## config.mk

```make
export PLATFORM = sky130hd
export DESIGN_NAME = cal_seq
export DESIGN_NICKNAME = d
export VERILOG_FILES = /design/src/rtl/cal_seq_pkg.sv /design/src/rtl/cal_bit_sampler.sv /design/src/rtl/cal_dev_calc.sv /design/src/rtl/cal_seq.sv
export SDC_FILE = /design/constraint.sdc
export NUM_CORES = 1
export LEC_CHECK = 0
export BUFFER_PORTS_ARGS = -buffer_cell sky130_fd_sc_hd__buf_4
export CAP_MARGIN = 20
export CORE_MARGIN = 1.5
export CORE_UTILIZATION = 61
export CTS_CLUSTER_DIAMETER = 60
export DETAILED_ROUTE_END_ITERATION = 10
export PLACE_DENSITY = 0.84
export SYNTH_ARGS = -nofsm -noshare
export SYNTH_HDL_FRONTEND = slang
export SYNTH_SLANG_ARGS = --single-unit
```

## constraint.sdc

```tcl
create_clock -name clk -period 3.1 [get_ports clk]
set_clock_uncertainty 0.15 [all_clocks]
set_input_delay 0.155 -clock clk [delete_from_list [all_inputs] [get_ports clk]]
set_output_delay 0.155 -clock clk [all_outputs]
set_load 0.01 [all_outputs]
```

## src/rtl/cal_seq_pkg.sv

```systemverilog
package cal_seq_pkg;
    typedef enum logic [2:0] {
        ST_IDLE   = 3'd0,
        ST_RESET  = 3'd1,
        ST_SETTLE = 3'd2,
        ST_COUNT  = 3'd3,
        ST_DONE   = 3'd4
    } cal_state_e;
endpackage

```

## src/rtl/cal_bit_sampler.sv

```systemverilog
module cal_bit_sampler #(
    parameter int SYNC_STAGES = 2
) (
    input  logic clk,
    input  logic rst_n,
    input  logic sclk,
    input  logic sdata,
    output logic bit_stb,
    output logic bit_val
);
    logic [SYNC_STAGES-1:0] ck_d, ck_q, dt_d, dt_q;
    logic                   last_d, last_q;

    always_comb begin
        ck_d[0] = sclk;
        dt_d[0] = sdata;
        last_d  = ck_q[SYNC_STAGES-1];
    end

    for (genvar i = 1; i < SYNC_STAGES; i++) begin : g_sync
        always_comb begin
            ck_d[i] = ck_q[i-1];
            dt_d[i] = dt_q[i-1];
        end
    end

    always_ff @(posedge clk or negedge rst_n) begin
        if (!rst_n) begin
            ck_q   <= '0;
            dt_q   <= '0;
            last_q <= 1'b0;
        end else begin
            ck_q   <= ck_d;
            dt_q   <= dt_d;
            last_q <= last_d;
        end
    end

    assign bit_stb = ck_q[SYNC_STAGES-1] & ~last_q;
    assign bit_val = dt_q[SYNC_STAGES-1];


    stb_single_chk: assert property (@(posedge clk) disable iff (!rst_n)
        bit_stb |=> !bit_stb);
endmodule

```

## src/rtl/cal_dev_calc.sv

```systemverilog
module cal_dev_calc #(
    parameter int WIN_LOG2 = 8
) (
    input  logic [WIN_LOG2:0]          count,
    input  logic                       bipolar,
    input  logic                       gain_step,
    output logic signed [WIN_LOG2+1:0] deviation
);
    localparam int WIN    = 1 << WIN_LOG2;
    localparam int CW     = WIN_LOG2 + 1;
    localparam int DW     = WIN_LOG2 + 2;
    localparam logic [CW-1:0] HALF   = CW'(WIN >> 1);
    localparam logic [CW-1:0] EIGHTH = CW'(WIN >> 3);

    logic [CW-1:0] ideal;

    always_comb begin
        if (gain_step)    ideal = HALF + EIGHTH;
        else if (bipolar) ideal = HALF;
        else              ideal = HALF - EIGHTH;
        deviation = $signed(DW'(count) - DW'(ideal));
    end
endmodule

```

## src/rtl/cal_seq.sv

```systemverilog
module cal_seq
    import cal_seq_pkg::*;
#(
    parameter int WIN_LOG2      = 8,
    parameter int SETTLE_CYCLES = 1000,
    parameter int RST_CYCLES    = 20,
    parameter int SYNC_STAGES   = 2
) (
    input  logic                       clk,
    input  logic                       rst_n,
    input  logic                       start,
    input  logic                       cal_gain,
    input  logic                       bipolar,
    input  logic                       sclk,
    input  logic                       sdata,
    output logic                       mod_zero,
    output logic                       mod_gain,
    output logic                       mod_reset,
    output logic                       busy,
    output logic                       done,
    output logic                       result_valid,
    output logic [WIN_LOG2:0]          ones_count,
    output logic signed [WIN_LOG2+1:0] deviation
);
    localparam int WIN  = 1 << WIN_LOG2;
    localparam int CW   = WIN_LOG2 + 1;
    localparam int TMAX = (SETTLE_CYCLES > RST_CYCLES) ? SETTLE_CYCLES : RST_CYCLES;
    localparam int TW   = $clog2(TMAX + 1);

    typedef struct packed {
        cal_state_e    state;
        logic [TW-1:0] tmr;
        logic [CW-1:0] bits;
        logic [CW-1:0] count;
        logic          gain;
        logic          mode;
        logic          valid;
    } seq_t;

    seq_t q, n;
    logic bit_stb, bit_val;

    cal_bit_sampler #(.SYNC_STAGES(SYNC_STAGES)) u_samp (
        .clk(clk), .rst_n(rst_n), .sclk(sclk), .sdata(sdata),
        .bit_stb(bit_stb), .bit_val(bit_val)
    );

    cal_dev_calc #(.WIN_LOG2(WIN_LOG2)) u_dev (
        .count(q.count), .bipolar(q.mode), .gain_step(q.gain),
        .deviation(deviation)
    );

    always_comb begin
        n = q;
        case (q.state)
            ST_IDLE: if (start) begin
                n.state = ST_RESET;
                n.tmr   = '0;
                n.bits  = '0;
                n.count = '0;
                n.gain  = cal_gain;
                n.mode  = bipolar;
                n.valid = 1'b0;
            end
            ST_RESET: begin
                if (q.tmr == TW'(RST_CYCLES - 1)) begin
                    n.state = ST_SETTLE;
                    n.tmr   = '0;
                end else n.tmr = q.tmr + 1'b1;
            end
            ST_SETTLE: begin
                if (q.tmr == TW'(SETTLE_CYCLES - 1)) begin
                    n.state = ST_COUNT;
                    n.tmr   = '0;
                end else n.tmr = q.tmr + 1'b1;
            end
            ST_COUNT: if (bit_stb) begin
                n.bits  = q.bits + 1'b1;
                n.count = q.count + CW'(bit_val);
                if (q.bits == CW'(WIN - 1)) begin
                    n.state = ST_DONE;
                    n.valid = 1'b1;
                end
            end
            ST_DONE: n.state = ST_IDLE;
            default: n.state = ST_IDLE;
        endcase
        if (bipolar != q.mode) n.valid = 1'b0;
    end

    always_ff @(posedge clk or negedge rst_n) begin
        if (!rst_n) begin
            q       <= '0;
            q.state <= ST_IDLE;
        end else begin
            q <= n;
        end
    end

    logic active;
    assign active       = (q.state == ST_RESET) || (q.state == ST_SETTLE) || (q.state == ST_COUNT);
    assign mod_zero     = active && !q.gain;
    assign mod_gain     = active &&  q.gain;
    assign mod_reset    = (q.state == ST_RESET);
    assign busy         = (q.state != ST_IDLE);
    assign done         = (q.state == ST_DONE);
    assign result_valid = q.valid;
    assign ones_count   = q.count;


    ctl_excl_chk: assert property (@(posedge clk) disable iff (!rst_n)
        !(mod_zero && mod_gain));

    rst_with_ctl_chk: assert property (@(posedge clk) disable iff (!rst_n)
        $rose(mod_reset) |-> (mod_zero || mod_gain));

    count_after_settle_chk: assert property (@(posedge clk) disable iff (!rst_n)
        (q.state == ST_SETTLE) |=> (q.count == '0));

    count_bound_chk: assert property (@(posedge clk) disable iff (!rst_n)
        ones_count <= CW'(WIN));

    mode_drop_chk: assert property (@(posedge clk) disable iff (!rst_n)
        (bipolar != q.mode) |=> !result_valid);

    no_restart_chk: assert property (@(posedge clk) disable iff (!rst_n)
        busy |=> !$rose(mod_reset));

    done_pulse_chk: assert property (@(posedge clk) disable iff (!rst_n)
        done |=> !busy);
endmodule

```

==> impl_metrics.json <==
{
  "status": "complete, no violations",
  "die_area_sq_um": 3920,
  "postCtsSetupRepairBufs": 0,
  "syn_inst": 231,
  "worstReg2RegStart": "q[31]",
  "yosysUniqueCellTypes": 43,
  "crit_start": "q[1]",
  "critical_path.endpoint": "deviation[8]",
  "detailed_place.area_sq_um": 2340,
  "dr.pass1.iters": 4,
  "synth_flop_cell": "dfrtp_1",
  "insertedDiodeCount": 0,
  "hold_viol": 0,
  "rrSetupSlack_ns": 0.93,
  "power_density_nw_per_um2": 347,
  "worst-path-stages": 6,
  "period_needed_ns": 2.35,
  "port_buffers": 31,
  "track_usage_pct": 22.5,
  "worst_r2r_endpoint": "ones_count[8]",
  "viasPerCell": 5.55,
  "relSlewSlack_pct": 62.4,
  "worstSetupPathType": "flip-flop to output port",
  "fp-row-count": 21,
  "cp_cell_sequence": "or2_2, ha_1, a21o_1, a21oi_1, xor2_1, buf_4",
  "arrival_ns": 2.05,
  "synth_fp_nets": 247,
  "synth_top_family_by_area": "simple AND/OR/NAND/NOR gates",
  "num-nets-final": 273,
  "tns_ns": 0,
  "yosysWarnings": 0,
  "grt_pass1_wl_mm": 7.06,
  "use_met2_pct": 37.6,
  "post-place-cells": 291,
  "cp_slowest_stage_delay_ns": 0.44,
  "final_util_pct": 72.5,
  "startpoint_type": "flip-flop",
  "h-tree-depth": 2,
  "grt_pass1_vias": 1610,
  "seq_area_sq_um": 976,
  "cts_tree": "built",
  "seq_area_frac_synth_pct": 45.1,
  "async_flop_share_pct": 100,
  "clock-sinks": 39,
  "synthMuxAreaShare_pct": 1.56,
  "post_cts_resize_count": 0,
  "max_freq_ghz": 0.425,
  "worst_pin_slew_ns": 0.559,
  "num_vias": 1688,
  "core-area_sq_um": 3360,
  "pre_cts_ws_ns": 0.949,
  "root_buffer": "clkbuf_4",
  "power_mw": 0.845,
  "synth-simple-area-share_pct": 21.2,
  "synthXorXnorAreaFrac_pct": 5.26,
  "grt_use_met1_pct": 29.3,
  "route.detailed.drc": 0,
  "clockBufferDepth": 2,
  "ys_seq_elements": 39,
  "synth_compound_area_share_pct": 12.3,
  "cp-end-kind": "output port",
  "required_ns": 2.79,
  "fillers": 279,
  "setup_viol": 0,
  "rr_worst_depth": 5,
  "clk_pin_slew_ns": 0.11,
  "synthAdderAreaFrac_pct": 5.55,
  "drv_slew": 0,
  "wl_per_cell_um": 12.9,
  "synth_enable_flop_cells": 0,
  "cts_made_buffers": 5,
  "critPathBufInv": 1,
  "io_pins": 32,
  "cp_max_fo": 4,
  "areaGrowthSynthToFinish_pct": 12.6,
  "grt-busiest-layer": "met2",
  "setup_ws_ns": 0.747,
  "fp.dieW_um": 62.6,
  "use_met3_pct": 3.78,
  "finalNonFillerCells": 304,
  "syn_area_sq_um": 2160,
  "cpMaxStageDelayCell": "dfrtp_1",
  "die_h_um": 62.6,
  "p_leak_nw": 1.14,
  "grt_setup_unrepaired": "no",
  "drt.antenna.violating_nets": 0,
  "insertion_delay_ns": 0.34,
  "stdcell_area_sq_um": 2440,
  "fin_hold_ws_ns": 0.0644,
  "grt_overflow": 0,
  "maxCapViolations": 0,
  "drive_gt1_share_pct": 18.2,
  "routed_wl_mm": 3.91,
  "gp_congestion": 0.885,
  "antenna_found_initial": 0,
  "postSynthAreaPerCell_sq_um": 9.37,
  "grt_max_degree": 40,
  "min_period_over_period_pct": 75.9,
  "drt_iter0_markers": 94,
  "multi_input_area_sq_um": 992,
  "hold_class": "input port to flip-flop",
  "cp_top_family": "flip-flops",
  "start_util_pct": 64.4,
  "dpl.hpwl_mm": 2.77,
  "ir_drop_uv": 277
}
-- power by group --
group          internal, mW  switching [mW]  leakage [nW]  total (mW)
clock                0.0885           0.159        0.0293       0.248
sequential            0.518         0.00854         0.472       0.527
combinational        0.0362          0.0339         0.635      0.0701
total                 0.643           0.202          1.14       0.845
-- logic make-up after synthesis --
group	after synthesis
xor gates and xnor gates	13
buffers and inverters	36
DFF	39
adders and majority gates	9
AOI/OAI and AO/OA	43
and+or+nand+nor	88
muxes	3
-- sequential cells by signal, summed over array words and instances, names as in the netlist --
signal	cells
q	24
ones_count	9
u_samp.ck_q	2
u_samp.dt_q	2
result_valid	1
u_samp.last_q	1
-- placed cells by master (no fill, tap or decap), types with 2 or more instances in the layout --
master          n
dlygate4sd3_1   5
a22o_1          4
nor4_1          2
o21bai_1        2
clkbuf_1        2
ha_1            8
xnor2_1         6
xor2_1          7
a21o_1          2
nand3_1         9
nor2_1         17
o21ai_1         2
nor3_1          6
nand4b_1        2
and3_1          4
nand2_1        21
nand4_1         5
buf_4          33
o22ai_1         2
a21oi_1        12
or3_1           9
dfrtp_1        39
o21ai_0        13
o31ai_1         2
nor2b_1         2
mux2_2          3
nand3b_1        3
clkbuf_4        5
inv_1          16
-- routing by layer --
metal	up-vias	wire (um)
li1	839	-
met1	811	1800
met2	33	1920
met3	5	136
met4	0	51
met5	-	0
-- worst reg2reg max path: stages, from the launching register on --
cell and delay [ns]:
dfrtp_1 0.51, or3b_1 0.45, a21oi_2 0.27, nand4_1 0.20, or3_1 0.35, a21oi_1 0.16
-- worst min-delay path by stage --
stage          cells past startpoint            end  slack, ns  startpoint
3_3_place_gp                       1          q[25]     -0.003       rst_n
2_1_floorplan                      0  ones_count[0]      -0.29       rst_n
3_5_place_dp                       1          q[26]     -0.004       rst_n
5_1_grt                            3          q[31]       0.09       start
4_1_cts                            3          q[31]       0.05       start
6_report                           3          q[31]       0.06       start
-- cell type report --
class,count,share of cell area [%]
Inverter,17,2.62
Clock buffer,7,1.85
Sequential cell,39,40.0
Timing Repair Buffer,38,12.2
Clock inverter,1,0.205
Multi-Input combinational cell,156,40.7
Tap cell,46,2.36
-- Yosys cell counts (6+ instances only) --
| cell type | instances | area share [%] |
|---|---|---|
| nand2_1 | 21 | 3.6 |
| nand3_1 | 9 | 2.1 |
| o21ai_0 | 13 | 3.0 |
| a21oi_1 | 12 | 2.8 |
| xnor2_1 | 6 | 2.4 |
| buf_4 | 14 | 4.9 |
| inv_1 | 16 | 2.8 |
| xor2_1 | 7 | 2.8 |
| ha_1 | 8 | 4.6 |
| or3_1 | 9 | 2.6 |
| nor2_1 | 17 | 2.9 |
| dfrtp_1 | 39 | 45 |
| nor3_1 | 6 | 1.4 |
-- timing repair --
action | CTS | global route
hold buffers | 5 | 0
setup endpoints to repair | 0 | 0
hold endpoints to repair | 44 | 0
(Power assumes the default switching activity.)
